## config.mk

```make
export PLATFORM = sky130hd
export DESIGN_NAME = dbch_top
export DESIGN_NICKNAME = d
export VERILOG_FILES = /design/src/rtl/dbch_pkg.sv /design/src/rtl/dbch_desc_store.sv /design/src/rtl/dbch_regs.sv /design/src/rtl/dbch_engine.sv /design/src/rtl/dbch_top.sv
export SDC_FILE = /design/constraint.sdc
export NUM_CORES = 1
export LEC_CHECK = 0
export ABC_CLOCK_PERIOD_IN_PS = 2400
export CORE_AREA = 2 2 278 211
export CTS_CLUSTER_DIAMETER = 120
export CTS_CLUSTER_SIZE = 30
export DETAILED_ROUTE_END_ITERATION = 10
export DIE_AREA = 0 0 280 213
export DONT_BUFFER_PORTS = 1
export GPL_ROUTABILITY_DRIVEN = 1
export PLACE_DENSITY_LB_ADDON = 0.15
export SETUP_SLACK_MARGIN = 0.05
export SYNTH_ARGS = -nofsm -noshare
export SYNTH_HDL_FRONTEND = slang
export SYNTH_SLANG_ARGS = --single-unit
```

## constraint.sdc

```tcl
create_clock -name clk -period 2.4 [get_ports clk]
set_input_delay 0.48 -clock clk [delete_from_list [all_inputs] [get_ports clk]]
set_output_delay 0.48 -clock clk [all_outputs]
set_load 0.02 [all_outputs]
```

## src/rtl/dbch_pkg.sv

```systemverilog
package dbch_pkg;
    localparam int DW      = 32;
    localparam int WORDS   = 8;
    localparam int IW      = $clog2(WORDS);
    localparam int ALIGN   = $clog2(WORDS * (DW / 8));
    localparam int LINK_W  = DW - ALIGN;
    localparam int BCW     = 22;
    localparam int REG_AW  = 3;
    localparam int NREG    = 7;

    // register indices
    localparam int RA_CFG  = 0;
    localparam int RA_DPTR = 1;
    localparam int RA_SPTR = 2;
    localparam int RA_BELL = 3;
    localparam int RA_PEND = 4;
    localparam int RA_STAT = 5;
    localparam int RA_BCNT = 6;

    // descriptor word slots
    localparam int W_CTRL  = 0;
    localparam int W_EXT   = 1;
    localparam int W_SRC   = 2;
    localparam int W_DST   = 4;
    localparam int W_DONE  = 6;
    localparam int W_LINK  = 7;

    // control word bit positions
    localparam int C_VALID = 31;
    localparam int C_IE    = 8;
    localparam int C_SPSEL = 4;
    localparam int C_CONS  = 2;

    typedef enum logic [3:0] {
        S_IDLE, S_FETCH, S_CHECK, S_RD, S_WR, S_FIN, S_STWB, S_CLRV, S_NEXT
    } eng_st_e;

    typedef struct packed {
        eng_st_e         st;
        logic [IW-1:0]   widx;
        logic [DW-1:0]   src;
        logic [DW-1:0]   dst;
        logic [BCW-1:0]  bytes;
        logic [DW-1:0]   data;
        logic            halted;
        logic            valid;
        logic            bell;
        logic [DW-1:0]   dptr;
    } eng_t;

    typedef struct packed {
        logic          en;
        logic [DW-1:0] sptr;
        logic          pend;
        logic          ie;
    } rf_t;
endpackage

```

## src/rtl/dbch_desc_store.sv

```systemverilog
module dbch_desc_store #(
    parameter int DW    = 32,
    parameter int WORDS = 8,
    localparam int IW   = $clog2(WORDS)
) (
    input  logic                clk,
    input  logic                rst_n,
    input  logic                cap_en,
    input  logic [IW-1:0]       cap_idx,
    input  logic [DW-1:0]       cap_data,
    output logic [WORDS*DW-1:0] words
);
    for (genvar gi = 0; gi < WORDS; gi++) begin : g_word
        logic [DW-1:0] w_d, w_q;
        always_comb begin
            w_d = w_q;
            if (cap_en && cap_idx == IW'(gi)) w_d = cap_data;
        end
        always_ff @(posedge clk or negedge rst_n) begin
            if (!rst_n) w_q <= '0;
            else        w_q <= w_d;
        end
        assign words[gi*DW +: DW] = w_q;
    end
endmodule

```

## src/rtl/dbch_regs.sv

```systemverilog
module dbch_regs
    import dbch_pkg::*;
(
    input  logic              clk,
    input  logic              rst_n,
    input  logic              reg_we,
    input  logic [REG_AW-1:0] reg_addr,
    input  logic [DW-1:0]     reg_wdata,
    output logic [DW-1:0]     reg_rdata,
    output logic              cfg_en,
    output logic [DW-1:0]     sptr,
    output logic              bell,
    output logic              dptr_we,
    output logic [DW-1:0]     dptr_wdata,
    input  logic              done,
    input  logic              done_ie,
    input  logic [DW-1:0]     dptr,
    input  logic [2:0]        stat_bits,
    input  logic [BCW-1:0]    bytes,
    output logic              irq
);
    rf_t q, n;
    logic [NREG-1:0] sel;
    logic            pend_clr;

    for (genvar gi = 0; gi < NREG; gi++) begin : g_sel
        assign sel[gi] = reg_we && (reg_addr == REG_AW'(gi));
    end

    assign pend_clr = sel[RA_PEND] && reg_wdata[0];

    always_comb begin
        n = q;
        if (sel[RA_CFG])  n.en   = reg_wdata[0];
        if (sel[RA_SPTR]) n.sptr = reg_wdata;
        if (pend_clr)     n.pend = 1'b0;
        if (done) begin
            n.pend = 1'b1;
            n.ie   = done_ie;
        end
    end

    always_ff @(posedge clk or negedge rst_n) begin
        if (!rst_n) q <= '0;
        else        q <= n;
    end

    always_comb begin
        reg_rdata = '0;
        case (reg_addr)
            REG_AW'(RA_CFG):  reg_rdata = {{(DW-1){1'b0}}, q.en};
            REG_AW'(RA_DPTR): reg_rdata = dptr;
            REG_AW'(RA_SPTR): reg_rdata = q.sptr;
            REG_AW'(RA_PEND): reg_rdata = {{(DW-1){1'b0}}, q.pend};
            REG_AW'(RA_STAT): reg_rdata = {{(DW-3){1'b0}}, stat_bits};
            REG_AW'(RA_BCNT): reg_rdata = {{(DW-BCW){1'b0}}, bytes};
            default:          reg_rdata = '0;
        endcase
    end

    assign cfg_en     = q.en;
    assign sptr       = q.sptr;
    assign bell       = sel[RA_BELL];
    assign dptr_we    = sel[RA_DPTR];
    assign dptr_wdata = reg_wdata;
    assign irq        = q.pend & q.ie;

    p_pend_sticky_r9: assert property (@(posedge clk) disable iff (!rst_n)
        q.pend && !pend_clr |=> q.pend);
    p_done_sets_r9: assert property (@(posedge clk) disable iff (!rst_n)
        done |=> q.pend);
endmodule

```

## src/rtl/dbch_engine.sv

```systemverilog
module dbch_engine
    import dbch_pkg::*;
(
    input  logic                clk,
    input  logic                rst_n,
    input  logic                cfg_en,
    input  logic                bell,
    input  logic                dptr_we,
    input  logic [DW-1:0]       dptr_wdata,
    input  logic [DW-1:0]       sptr,
    output logic                mem_req,
    output logic                mem_we,
    output logic [DW-1:0]       mem_addr,
    output logic [DW-1:0]       mem_wdata,
    input  logic                mem_ready,
    input  logic [DW-1:0]       mem_rdata,
    output logic                cap_en,
    output logic [IW-1:0]       cap_idx,
    input  logic [WORDS*DW-1:0] desc_words,
    output logic                done,
    output logic                done_ie,
    output logic [DW-1:0]       dptr,
    output logic [2:0]          stat_bits,
    output logic [BCW-1:0]      bytes
);
    localparam int STEP = DW / 8;

    eng_t q, n;
    logic [DW-1:0] ctrl, ext, src0, dst0, link;
    logic          xfer;
    logic [DW-1:0] ctrl_nv;

    assign ctrl    = desc_words[W_CTRL*DW +: DW];
    assign ext     = desc_words[W_EXT*DW  +: DW];
    assign src0    = desc_words[W_SRC*DW  +: DW];
    assign dst0    = desc_words[W_DST*DW  +: DW];
    assign link    = desc_words[W_LINK*DW +: DW];
    assign ctrl_nv = ctrl & ~(DW'(1) << C_VALID);

    always_comb begin
        n         = q;
        mem_req   = 1'b0;
        mem_we    = 1'b0;
        mem_addr  = '0;
        mem_wdata = '0;
        cap_en    = 1'b0;
        done      = 1'b0;
        xfer      = 1'b0;
        unique case (q.st)
            S_IDLE: begin
                if (dptr_we) n.dptr = dptr_wdata;
                if (bell && cfg_en) begin
                    n.st     = S_FETCH;
                    n.widx   = '0;
                    n.halted = 1'b0;
                    n.bell   = 1'b1;
                end
            end
            S_FETCH: begin
                mem_req  = 1'b1;
                mem_addr = {q.dptr[DW-1:ALIGN], q.widx, {(ALIGN-IW){1'b0}}};
                xfer     = mem_ready;
                if (xfer) begin
                    cap_en = 1'b1;
                    if (q.widx == IW'(WORDS-1)) n.st = S_CHECK;
                    else                        n.widx = q.widx + 1'b1;
                end
            end
            S_CHECK: begin
                if (!ctrl[C_VALID]) begin
                    n.valid  = 1'b0;
                    n.halted = 1'b1;
                    n.bell   = 1'b0;
                    n.st     = S_IDLE;
                end else begin
                    n.valid = 1'b1;
                    n.bytes = ext[BCW-1:0];
                    n.src   = {ext[DW-1 -: 4], src0[DW-5:0]};
                    n.dst   = {ext[DW-5 -: 4], dst0[DW-5:0]};
                    n.st    = (ext[BCW-1:0] == '0) ? S_FIN : S_RD;
                end
            end
            S_RD: begin
                mem_req  = 1'b1;
                mem_addr = {q.src[DW-1:2], 2'b00};
                xfer     = mem_ready;
                if (xfer) begin
                    n.data = mem_rdata;
                    n.st   = S_WR;
                end
            end
            S_WR: begin
                mem_req   = 1'b1;
                mem_we    = 1'b1;
                mem_addr  = {q.dst[DW-1:2], 2'b00};
                mem_wdata = q.data;
                xfer      = mem_ready;
                if (xfer) begin
                    n.src   = q.src + DW'(STEP);
                    n.dst   = q.dst + DW'(STEP);
                    n.bytes = (q.bytes > BCW'(STEP)) ? q.bytes - BCW'(STEP) : '0;
                    if (!cfg_en) begin
                        n.halted = 1'b1;
                        n.bell   = 1'b0;
                        n.st     = S_IDLE;
                    end else if (q.bytes <= BCW'(STEP)) begin
                        n.st = S_FIN;
                    end else begin
                        n.st = S_RD;
                    end
                end
            end
            S_FIN: begin
                done = 1'b1;
                if (ctrl[1:0] != 2'd0)  n.st = S_STWB;
                else if (ctrl[C_CONS])  n.st = S_CLRV;
                else                    n.st = S_NEXT;
            end
            S_STWB: begin
                mem_req  = 1'b1;
                mem_we   = 1'b1;
                mem_addr = ctrl[C_SPSEL] ? {sptr[DW-1:2], 2'b00}
                         : {q.dptr[DW-1:ALIGN], IW'(W_DONE), {(ALIGN-IW){1'b0}}};
                case (ctrl[1:0])
                    2'd1:    mem_wdata = {{(DW-3){1'b0}}, q.bell, q.valid, q.halted};
                    2'd2:    mem_wdata = ctrl_nv;
                    default: mem_wdata = {{(DW-BCW){1'b0}}, q.bytes};
                endcase
                xfer = mem_ready;
                if (xfer) n.st = ctrl[C_CONS] ? S_CLRV : S_NEXT;
            end
            S_CLRV: begin
                mem_req   = 1'b1;
                mem_we    = 1'b1;
                mem_addr  = {q.dptr[DW-1:ALIGN], {ALIGN{1'b0}}};
                mem_wdata = ctrl_nv;
                xfer      = mem_ready;
                if (xfer) n.st = S_NEXT;
            end
            S_NEXT: begin
                n.dptr = {link[LINK_W-1:0], {ALIGN{1'b0}}};
                if (!cfg_en) begin
                    n.halted = 1'b1;
                    n.bell   = 1'b0;
                    n.st     = S_IDLE;
                end else begin
                    n.widx = '0;
                    n.st   = S_FETCH;
                end
            end
            default: n.st = S_IDLE;
        endcase
    end

    always_ff @(posedge clk or negedge rst_n) begin
        if (!rst_n) begin
            q        <= '0;
            q.st     <= S_IDLE;
            q.halted <= 1'b1;
        end else begin
            q <= n;
        end
    end

    assign cap_idx   = q.widx;
    assign done_ie   = ctrl[C_IE];
    assign dptr      = q.dptr;
    assign stat_bits = {q.bell, q.valid, q.halted};
    assign bytes     = q.bytes;

    p_halt_quiet_r1: assert property (@(posedge clk) disable iff (!rst_n)
        q.halted |-> !mem_req);
    p_req_hold_r3: assert property (@(posedge clk) disable iff (!rst_n)
        mem_req && !mem_ready |=> mem_req && $stable(mem_addr) && $stable(mem_we));
    p_invalid_stops_r4: assert property (@(posedge clk) disable iff (!rst_n)
        (q.st == S_CHECK) && !ctrl[C_VALID] |=> q.halted && !q.valid);
    p_count_falls_r11: assert property (@(posedge clk) disable iff (!rst_n)
        (q.st == S_WR) && xfer |=> q.bytes <= $past(q.bytes));
endmodule

```

## src/rtl/dbch_top.sv

```systemverilog
module dbch_top
    import dbch_pkg::*;
(
    input  logic        clk,
    input  logic        rst_n,
    input  logic        reg_we,
    input  logic [2:0]  reg_addr,
    input  logic [31:0] reg_wdata,
    output logic [31:0] reg_rdata,
    output logic        mem_req,
    output logic        mem_we,
    output logic [31:0] mem_addr,
    output logic [31:0] mem_wdata,
    input  logic        mem_ready,
    input  logic [31:0] mem_rdata,
    output logic        irq
);
    logic                cfg_en, bell, dptr_we, cap_en, done, done_ie;
    logic [DW-1:0]       sptr, dptr_wdata, dptr;
    logic [IW-1:0]       cap_idx;
    logic [WORDS*DW-1:0] desc_words;
    logic [2:0]          stat_bits;
    logic [BCW-1:0]      bytes;

    dbch_regs u_regs (
        .clk, .rst_n, .reg_we, .reg_addr, .reg_wdata, .reg_rdata,
        .cfg_en, .sptr, .bell, .dptr_we, .dptr_wdata,
        .done, .done_ie, .dptr, .stat_bits, .bytes, .irq
    );

    dbch_engine u_eng (
        .clk, .rst_n, .cfg_en, .bell, .dptr_we, .dptr_wdata, .sptr,
        .mem_req, .mem_we, .mem_addr, .mem_wdata, .mem_ready, .mem_rdata,
        .cap_en, .cap_idx, .desc_words, .done, .done_ie,
        .dptr, .stat_bits, .bytes
    );

    dbch_desc_store #(.DW(DW), .WORDS(WORDS)) u_store (
        .clk, .rst_n, .cap_en, .cap_idx, .cap_data(mem_rdata), .words(desc_words)
    );
endmodule

```

==> results of run 1 <==
-- placed cells by master, fill, tap and decap left out, types with 7 or more instances in the layout --
cell type | netlist | routed
nor4_1 | 14 | 13
ha_1 | 12 | 9
mux2i_1 | 23 | 23
nor3_1 | 20 | 19
buf_4 | 3 | 155
a222oi_1 | 47 | 47
a21oi_1 | 73 | 70
nand2_2 | 1 | 25
o21ai_0 | 82 | 82
inv_1 | 35 | 33
o22ai_1 | 31 | 31
dfrtp_1 | 331 | 328
nand2_1 | 229 | 199
a32oi_1 | 8 | 8
and3_1 | 12 | 12
a22oi_1 | 25 | 22
a2bb2oi_1 | 25 | 25
clkbuf_16 | 0 | 17
or3_1 | 7 | 7
mux2_2 | 207 | 207
nand2b_1 | 11 | 8
nand4_1 | 15 | 15
a22o_1 | 19 | 15
buf_12 | 0 | 24
nand3_1 | 45 | 43
nor2_1 | 98 | 90
buf_6 | 1 | 54
a31oi_1 | 31 | 31
-- routing by layer --
| metal | track usage, % | up-vias | part of all wire [%] |
|---|---|---|---|
| met5 | 0 | - | 0 |
| met4 | 4.41 | 0 | 2.0 |
| met3 | 3.94 | 58 | 6.7 |
| met2 | 31.7 | 448 | 44 |
| met1 | 30.6 | 7246 | 47 |
| li1 | - | 6361 | - |
-- cell families (layout without fill, tap and decap cells) --
| kind of cell | after synthesis | in the layout | share of synthesized area [%] |
|---|---|---|---|
| buffers and inverters | 160 | 291 | 3.89 |
| muxes | 233 | 233 | 15.3 |
| other | 1 | 3 | 0.0221 |
| DFF | 332 | 332 | 49.0 |
| AOI/OAI and AO/OA | 414 | 414 | 17.2 |
| and+or+nand+nor | 496 | 496 | 13.6 |
| adders and majority gates | 12 | 12 | 0.886 |
| xor gates and xnor gates | 1 | 1 | 0.0517 |
-- repair_timing --
action | CTS | global route
endpoints found under the setup margin | 85 | 72
hold endpoints to repair | 332 | 333
gates cloned | 2 | 2
setup buffers | 17 | 15
pin swaps | 33 | 32
gates resized for setup | 88 | 58
-- flip-flops by register name (all words and copies together) (netlist names), 2 cells and up --
| register | count |
|---|---|
| u_store.g_word.w_q | 141 |
| u_eng.q | 96 |
| u_eng.stat_bits | 3 |
| u_eng.bytes | 22 |
| u_eng.dptr | 32 |
| u_regs.sptr | 32 |
| u_eng.cap_idx | 3 |
| u_regs.q | 2 |
-- path summary, 6_finish.rpt --
check / from / to / cells after the start
max in group asynchronous: rst_n / u_eng.q[156] / 0
worst min register to register: u_store.g_word[1].w_q[25] / u_eng.q[118] / 2
worst min-delay path: rst_n / u_store.g_word[0].w_q[2] / 0
min in group clk: reg_wdata[1] / u_eng.dptr[1] / 2
worst max-delay path: u_eng.q[158] / mem_addr[7] / 6
worst max register to register: u_eng.q[158] / u_eng.q[118] / 7
-- cell type report --
cell class	instances	share of cell area, %
multi-input combinational	1158	40.8
sequential	332	40.5
timing repair buffer	239	11.5
tap	741	4.51
clock buffer	15	1.83
inverter	35	0.640
clock inverter	2	0.183
antenna	1	0.0122
-- report_power, final --
group          internal, W  switching [W]
registers          0.00794        0.00217
logic              0.00619        0.00674
clock network      0.00117        0.00192
total               0.0153         0.0108
-- through the flow --
stage                     power [W]  util (%)  instance area [sq um]  hold slack [ps]
after floorplan              0.0168         -                  17000              184
after global placement       0.0214      33.8                  19200              212
after detailed placement     0.0216      33.8                  19200              213
after CTS                    0.0256      35.4                  20200             -379
after global routing         0.0278      36.1                  20500             -392
final                        0.0261      36.1                  20500             -359
==> impl_metrics.env, run 1 <==
export IMPL_cp_slowest_cell="a222oi_1"
export IMPL_power_leakage_nw=9.05
export IMPL_wl_per_cell_um=25.1
export IMPL_syn_cell_area_sq_um=16900
export IMPL_cts_buffer_depth=3
export IMPL_drtIter0Drc=1473
export IMPL_path_clk_slew_ps=130
export IMPL_start_util_pct=29.8
export IMPL_synth_most_common_cell="dfrtp_1"
export IMPL_post_place_ws_ps=-204
export IMPL_place_hpwl_mm=43.9
export IMPL_timing_hold_ws_ps=-359
export IMPL_ys_ff_latch=332
export IMPL_root_buffer="clkbuf_16"
export IMPL_multi_input_area_sq_um=8380
export IMPL_crit_path_cell_trace="buf_12 > nor4b_4 > buf_6 > a222oi_1 > nand2_1 > buf_6"
export IMPL_synthTopCellsByCount="dfrtp_1 (331), nand2_1 (229), mux2_2 (207)"
export IMPL_syn_inst=1649
export IMPL_clk_latency_ps=540
export IMPL_r2r_slack_ps=60
export IMPL_maxSlewViolCount=0
export IMPL_yosysSeqAreaShare_pct=49.0
export IMPL_ios=170
export IMPL_worst_slack_ps=-469
export IMPL_drive_gt1_share_pct=31.3
export IMPL_firstDrtPassIters=8
export IMPL_setup_worst_path_class="register to output port"
export IMPL_grt_usage_pct=20.8
export IMPL_die_y_um=213
export IMPL_slew_headroom_pct=6.75
export IMPL_rows=76
export IMPL_ir_drop_mv=0.476
export IMPL_dp_cells=2471
export IMPL_synth_edff_count=0
export IMPL_netlist_top_cells_area="dfrtp_1 (49%), mux2_2 (14%), nand2_1 (5.1%)"
export IMPL_die_area_sq_um=59600
export IMPL_cts_tree="built"
export IMPL_critPathTopFamily="compound AO/OA/AOI/OAI gates"
export IMPL_clock_skew_final_ps=39.3
export IMPL_failed_checks="hold timing, setup timing"
export IMPL_syn2layout_area_growth_pct=21.2
export IMPL_maxCapViolCount=0
export IMPL_critical_path_max_stage_delay_ps=590
export IMPL_yosys_cell_types_count=74
export IMPL_critPathArrivalTime_ps=2390
export IMPL_syn_area_per_cell_sq_um=10.3
export IMPL_synthArstFlopShare_pct=100
export IMPL_cts_buffers=15
export IMPL_cts_sinks=332
export IMPL_power_density_nw_per_um2=1270
export IMPL_portBuffers=0
export IMPL_path_max_fanout=6
export IMPL_crit_buf_inv=3
export IMPL_post_drt_via_cell_ratio=5.59
export IMPL_final_cells=2523
export IMPL_rsz0062_at_grt="yes"
export IMPL_synth_top_area_share_pct=48.9
export IMPL_grt_pass1_wl_mm=93.1
export IMPL_grt_pass1_vias=13600
export IMPL_h_tree_depth=1
export IMPL_setup_viol=62
export IMPL_min_period_over_period_pct=120
export IMPL_post_route_min_period_ps=2870
export IMPL_synthFlopType="dfrtp_1"
export IMPL_antenna_found_initial=11
export IMPL_nNetsFinal=1864
export IMPL_cpMostUsedCell="buf_6"
export IMPL_place_congestion=0.820
export IMPL_timing_fmax_mhz=349
export IMPL_required_ps=1920
export IMPL_yosys_area_top_type="dfrtp_1"
export IMPL_drcViolationCount=0
export IMPL_hold_viol=331
export IMPL_wl_mm=63.4
export IMPL_synth_warnings=0
export IMPL_worstSetupStartpointType="register"
export IMPL_status="finished, violations left"
export IMPL_worst_slew_pin_slew_ps=1400
export IMPL_ant_nets=0
export IMPL_gr_total_overflow=0
export IMPL_regArea_sq_um=8310
export IMPL_finalSetupTns_ps=-18920
export IMPL_fillCellCount=5633
export IMPL_die_w_um=280
export IMPL_hold_class="primary input to asynchronous set/reset pin"
export IMPL_critPathCaptureType="output port"
export IMPL_core_sq_um=57000
export IMPL_num_vias=14100
export IMPL_grt_start_max_net_pins=333
Note: power is estimated with default switching activity, not from simulation.
==> run 2: changes to the inputs <==
- REMOVE_ABC_BUFFERS: not set -> 1
==> run 2 against run 1 <==
Compared with the run above: the flow still finishes with violations (hold timing, setup timing); utilization increased by 0.47 points; final cell count increased by 1.0%; die area unchanged; largest cell class unchanged; clock skew decreased by 18 ps; critical endpoint is now mem_addr[27]; worst setup slack improved by 63 ps; largest power group unchanged; combinational power increased by 5%; maximum frequency increased by 2.2%; power increased by 2.6%; critical path type unchanged; sequential share of layout area decreased by 0.50 points; register-to-register slack improved by 40 ps.
==> impl_metrics.env, run 2 (synthesis gave the netlist of run 1 again) <==
export IMPL_reg2reg_depth=7
export IMPL_gr_total_overflow=0
export IMPL_syn2layout_area_growth_pct=22.8
export IMPL_power_density_nw_per_um2=1290
export IMPL_antenna_found_initial=5
export IMPL_drive_gt1_share_pct=32.1
export IMPL_grt_pass1_wl_mm=95.6
export IMPL_ctsHoldBuffers=1
export IMPL_cts_sinks=332
export IMPL_critPathTopFamily="buffers and inverters"
export IMPL_wl_mm=66.7
export IMPL_largest_reg_flops=141
export IMPL_wl_per_cell_um=26.2
export IMPL_drcViolationCount=0
export IMPL_worstSetupStartpointType="register"
export IMPL_core_sq_um=57000
export IMPL_place_hpwl_mm=43.9
export IMPL_die_w_um=280
export IMPL_cp_slowest_cell="dfrtp_2"
export IMPL_critical_path_max_stage_delay_ps=460
export IMPL_clk_latency_ps=540
export IMPL_post_drt_via_cell_ratio=5.65
export IMPL_path_clk_slew_ps=120
export IMPL_ant_nets=0
export IMPL_crit_start="u_eng.q[158]"
export IMPL_hold_viol=331
export IMPL_r2r_end="u_eng.q[118]"
export IMPL_total_power_w=0.0268
export IMPL_final_core_util_pct=36.5
export IMPL_dpl_instance_area_sq_um=19300
export IMPL_reg_top3="u_store.g_word.w_q x141, u_eng.q x96"
export IMPL_ir_drop_mv=0.519
export IMPL_grt_start_max_net_pins=333
export IMPL_post_route_min_period_ps=2810
export IMPL_start_util_pct=29.8
export IMPL_slew_headroom_pct=37.0
export IMPL_crit_path_cell_trace="nor4b_4 > buf_6 > clkbuf_16 > buf_8 > a222oi_1 > nand2_1 > buf_4"
export IMPL_critPathArrivalTime_ps=2330
export IMPL_root_buffer="clkbuf_16"
export IMPL_final_area_sq_um=20800
export IMPL_nNetsFinal=1884
export IMPL_ios=170
export IMPL_regMostFlops="u_store.g_word.w_q"
export IMPL_h_tree_depth=1
export IMPL_cts_buffer_depth=3
export IMPL_power_leakage_nw=9.19
export IMPL_fillCellCount=5698
export IMPL_status="finished, violations left"
export IMPL_portBuffers=0
export IMPL_r2r_start="u_eng.q[157]"
export IMPL_layout_commonest_cell="dfrtp_1"
export IMPL_timing_fmax_mhz=356
export IMPL_crit_buf_inv=4
export IMPL_required_ps=1920
export IMPL_grt_pass1_vias=14100
export IMPL_firstDrtPassIters=7
export IMPL_die_area_sq_um=59600
export IMPL_worst_slack_ps=-407
export IMPL_setup_worst_path_class="register to output port"
export IMPL_cts_tree="built"
export IMPL_path_max_fanout=8
export IMPL_r2r_slack_ps=100
export IMPL_num_vias=14400
export IMPL_worst_slew_pin_slew_ps=945
export IMPL_failed_checks="hold timing, setup timing"
export IMPL_crit_cells=7
export IMPL_rsz0062_at_grt="yes"
export IMPL_timing_hold_ws_ps=-381
export IMPL_hold_class="primary input to asynchronous set/reset pin"
export IMPL_clock_skew_final_ps=21.0
export IMPL_rows=76
export IMPL_final_cell_mix="dfrtp_1 (326), mux2_2 (207), nand2_1 (201), buf_4 (166), nor2_1 (91)"
export IMPL_place_congestion=0.833
export IMPL_critPathCaptureType="output port"
export IMPL_grt_usage_pct=21.5
export IMPL_drtIter0Drc=1364
export IMPL_endpoint="mem_addr[27]"
export IMPL_die_y_um=213
export IMPL_maxSlewViolCount=0
export IMPL_min_period_over_period_pct=117
export IMPL_setup_viol=62
export IMPL_cts_buffers=15
export IMPL_maxCapViolCount=0
## run 2: cell types whose count changed in the layout (fill, tap and decap cells not counted), sizes merged
cell,delta
clkbuf,+6
buf,+19
clkinvlp,-1
inv,+2
## run 2: through the flow
stage	worst slack, ps	TNS (ps)	instances
4_1_cts	-352	-16220	2523
3_5_place_dp	112	0	2487
2_1_floorplan	-8250	-1018360	1525
6_report	-407	-17920	2549
3_3_place_gp	135	0	2487
5_1_grt	-478	-23840	2548
## run 2: how the worst min path moves through the flow
stage | startpoint | to | slack (ps)
2_1_floorplan | rst_n | u_eng.bytes[0] | 180
3_3_place_gp | rst_n | u_eng.q[59] | 200
3_5_place_dp | rst_n | u_store.g_word[0].w_q[25] | 200
4_1_cts | rst_n | u_store.g_word[0].w_q[22] | -400
5_1_grt | rst_n | u_store.g_word[0].w_q[25] | -420
6_report | rst_n | u_eng.q[116] | -380
## run 2: what timing repair did
| action | 4_1_cts | 5_1_grt |
|---|---|---|
| resized for setup | 87 | 90 |
| gates cloned | 2 | 6 |
| endpoints found under the setup margin | 64 | 101 |
| hold endpoints to repair | 333 | 332 |
| pin swaps | 32 | 54 |
| setup buffers | 10 | 23 |
## run 2: worst register-to-register path: cells and delay by family (launching register included)
kind            cells  cell delay (ps)
compound gates      1              410
buf+inv             2              290
flops               1              510
mux                 1              270
simple gates        3              780
## run 2: routing by layer
layer	vias to the layer above	wire, um	global-route usage, %
met3	62	4490	3.79
met5	-	0	0
met1	7443	31700	31.7
met4	0	1270	4.61
met2	479	29300	32.9
li1	6426	-	-
## run 2: final cells by class
type | count | area (sq um) | share of cell area, %
Clock buffer | 20 | 394 | 1.89
Sequential cell | 332 | 8320 | 40.0
Multi-Input combinational cell | 1158 | 8420 | 40.5
Timing Repair Buffer | 259 | 2580 | 12.4
Antenna cell | 1 | 2.50 | 0.0120
Tap cell | 741 | 927 | 4.46
Clock inverter | 3 | 33.8 | 0.162
Inverter | 35 | 131 | 0.632
## run 2: power by group
part           total (W)  leakage, nW  switching, W  internal, W
clock network    0.00321        0.209       0.00200      0.00121
registers         0.0100         4.14       0.00210      0.00795
logic             0.0136         4.84       0.00714      0.00641
total             0.0268         9.19        0.0112       0.0156
==> run 3: changes to the inputs <==
- ABC_CLOCK_PERIOD_IN_PS: 2400 -> 2860
- CORE_AREA: 2 2 278 211 -> 2 2 269 205
- DIE_AREA: 0 0 280 213 -> 0 0 271 207
- clock period: 2.4 -> 2.86 ns (I/O delays scaled with it)
==> run 3 against run 2 <==
Compared with the run above: the flow still finishes with violations (hold timing, setup timing); combinational power shrank 27%; design area shrank 4.5%; power shrank 21%; worst hold slack gained 100 ps; die area shrank 5.9%; global-route usage grew 0.49 points; utilization grew 0.53 points; first-iteration DRC count grew 8.4%.
==> impl_metrics.env, run 3 (synthesis gave the netlist of run 1 again) <==
export IMPL_cp_slowest_cell="dfrtp_2"
export IMPL_maxSlewViolCount=0
export IMPL_grt_usage_pct=22.0
export IMPL_drtIter0Drc=1479
export IMPL_path_max_fanout=18
export IMPL_hold_viol=332
export IMPL_hold_class="primary input to asynchronous set/reset pin"
export IMPL_syn2layout_area_growth_pct=17.2
export IMPL_ir_drop_mv=0.441
export IMPL_layout_commonest_cell="dfrtp_1"
export IMPL_place_congestion=0.852
export IMPL_post_route_min_period_ps=2910
export IMPL_ios=170
export IMPL_root_buffer="clkbuf_16"
export IMPL_rows=74
export IMPL_failed_checks="hold timing, setup timing"
export IMPL_regArea_sq_um=8310
export IMPL_crit_path_cell_trace="buf_6 > nor4b_4 > buf_12 > buf_12 > a222oi_1 > nand2_1 > buf_6"
export IMPL_die_y_um=207
export IMPL_die_w_um=271
export IMPL_cts_buffers=15
export IMPL_reg2reg_depth=7
export IMPL_setup_worst_path_class="register to output port"
export IMPL_gr_total_overflow=0
export IMPL_drive_gt1_share_pct=27.5
export IMPL_grt_pass1_vias=13700
export IMPL_critPathCaptureType="output port"
export IMPL_maxCapViolCount=0
export IMPL_setup_viol=6
export IMPL_nNetsFinal=1812
export IMPL_cts_buffer_depth=3
export IMPL_drcViolationCount=0
export IMPL_h_tree_depth=1
export IMPL_clock_skew_final_ps=27.5
export IMPL_dp_cells=2411
export IMPL_final_cells=2455
export IMPL_cts_sinks=332
export IMPL_worst_slew_pin_slew_ps=1050
export IMPL_post_drt_via_cell_ratio=5.73
export IMPL_largest_reg_flops=141
export IMPL_die_area_sq_um=56100
export IMPL_crit_buf_inv=4
export IMPL_portBuffers=0
export IMPL_critPathTopFamily="buffers and inverters"
export IMPL_final_cell_mix="dfrtp_1 (328), nand2_1 (220), mux2_2 (207), buf_4 (124), nor2_1 (89)"
export IMPL_worst_slack_ps=-48.4
export IMPL_clk_latency_ps=530
export IMPL_firstDrtPassIters=6
export IMPL_power_leakage_nw=8.70
export IMPL_ant_nets=0
export IMPL_core_sq_um=53600
export IMPL_cts_tree="built"
export IMPL_post_place_ws_ps=207
export IMPL_required_ps=2290
export IMPL_wl_per_cell_um=26.1
export IMPL_antenna_found_initial=9
export IMPL_worstSetupStartpointType="register"
export IMPL_slew_headroom_pct=30.2
export IMPL_reg_top3="u_store.g_word.w_q x141, u_eng.q x96"
export IMPL_total_power_w=0.0211
export IMPL_grt_start_max_net_pins=333
export IMPL_rsz0062_at_grt="yes"
export IMPL_status="finished, violations left"
export IMPL_path_clk_slew_ps=120
export IMPL_crit_cells=7
export IMPL_grt_pass1_wl_mm=94.0
export IMPL_multi_input_area_sq_um=8220
export IMPL_timing_fmax_mhz=344
export IMPL_num_vias=14100
export IMPL_place_hpwl_mm=43.0
export IMPL_critPathArrivalTime_ps=2340
export IMPL_power_density_nw_per_um2=1060
export IMPL_start_util_pct=31.6
export IMPL_timing_hold_ws_ps=-280
export IMPL_wl_mm=64.0
export IMPL_min_period_over_period_pct=102
export IMPL_final_core_util_pct=37.1
export IMPL_regMostFlops="u_store.g_word.w_q"
export IMPL_fillCellCount=5374
export IMPL_critical_path_max_stage_delay_ps=440
-- run 3: cell count changes in the layout (fill, tap and decap cells not counted), sizes merged --
| cell | previous run | this run |
|---|---|---|
| clkbuf | 23 | 17 |
| buf | 255 | 183 |
| inv | 37 | 36 |
| clkinvlp | 0 | 1 |
| bufbuf | 0 | 2 |
| dlygate4sd3 | 1 | 0 |
| diode | 1 | 3 |
-- run 3: area by class of cell --
class / instances / share of cell area [%]
flip-flops and latches: 332 / 41.9
multi-input cells: 1158 / 41.4
repair buffers: 187 / 9.46
well taps: 722 / 4.55
clock buffers: 15 / 1.89
inverters: 35 / 0.661
clock inverters: 3 / 0.164
diodes: 3 / 0.0378
-- run 3: per-stage QoR --
| stage | setup TNS (ps) | area, sq um | hold WS, ps |
|---|---|---|---|
| 3_5_place_dp | 0 | 18800 | 292 |
| 4_1_cts | -96.8 | 19500 | -293 |
| 2_1_floorplan | -901930 | 16400 | 276 |
| 5_1_grt | -2430 | 19900 | -309 |
| 3_3_place_gp | 0 | 18800 | 292 |
| 6_report | -107 | 19900 | -280 |
-- run 3: worst register-to-register path: stages, from the launching register on --
cell      delay, ps
dfrtp_1         580
ha_1            200
nor3b_1         240
o211ai_1        210
o41ai_4         640
buf_4           310
o21ai_0         110
a221o_1         260
-- run 3: power breakdown --
group          switching, W  internal, W  leakage (nW)  total, W
combinational       0.00529      0.00460          4.36   0.00989
sequential          0.00194      0.00667          4.15   0.00861
clock               0.00161     0.000987         0.199   0.00260
-- run 3: timing repair --
action,CTS,global route
buffers inserted,9,8
endpoints found under the setup margin,62,60
cloned,3,4
pin swaps,20,40
resized for setup,45,57
hold endpoints to repair,332,332
-- run 3: layer usage --
layer	GRT usage (%)	part of all wire, %	vias up
met3	3.51	6.3	44
met2	33.6	44	466
met5	0	0	-
met4	3.66	1.5	0
li1	-	-	6268
met1	33.2	48	7286
-- run 3: path summary, 6_finish.rpt --
kind | slack, ps | endpoint | from
min | -280 | u_store.g_word[0].w_q[25] | rst_n
min in group clk | 120 | u_eng.q[143] | mem_ready
min reg2reg | 480 | u_eng.q[118] | u_store.g_word[1].w_q[25]
max | -50 | mem_addr[13] | u_eng.q[158]
max in group asynchronous | 2250 | u_eng.dptr[7] | rst_n
max reg2reg | 200 | u_eng.bytes[7] | u_eng.bytes[2]
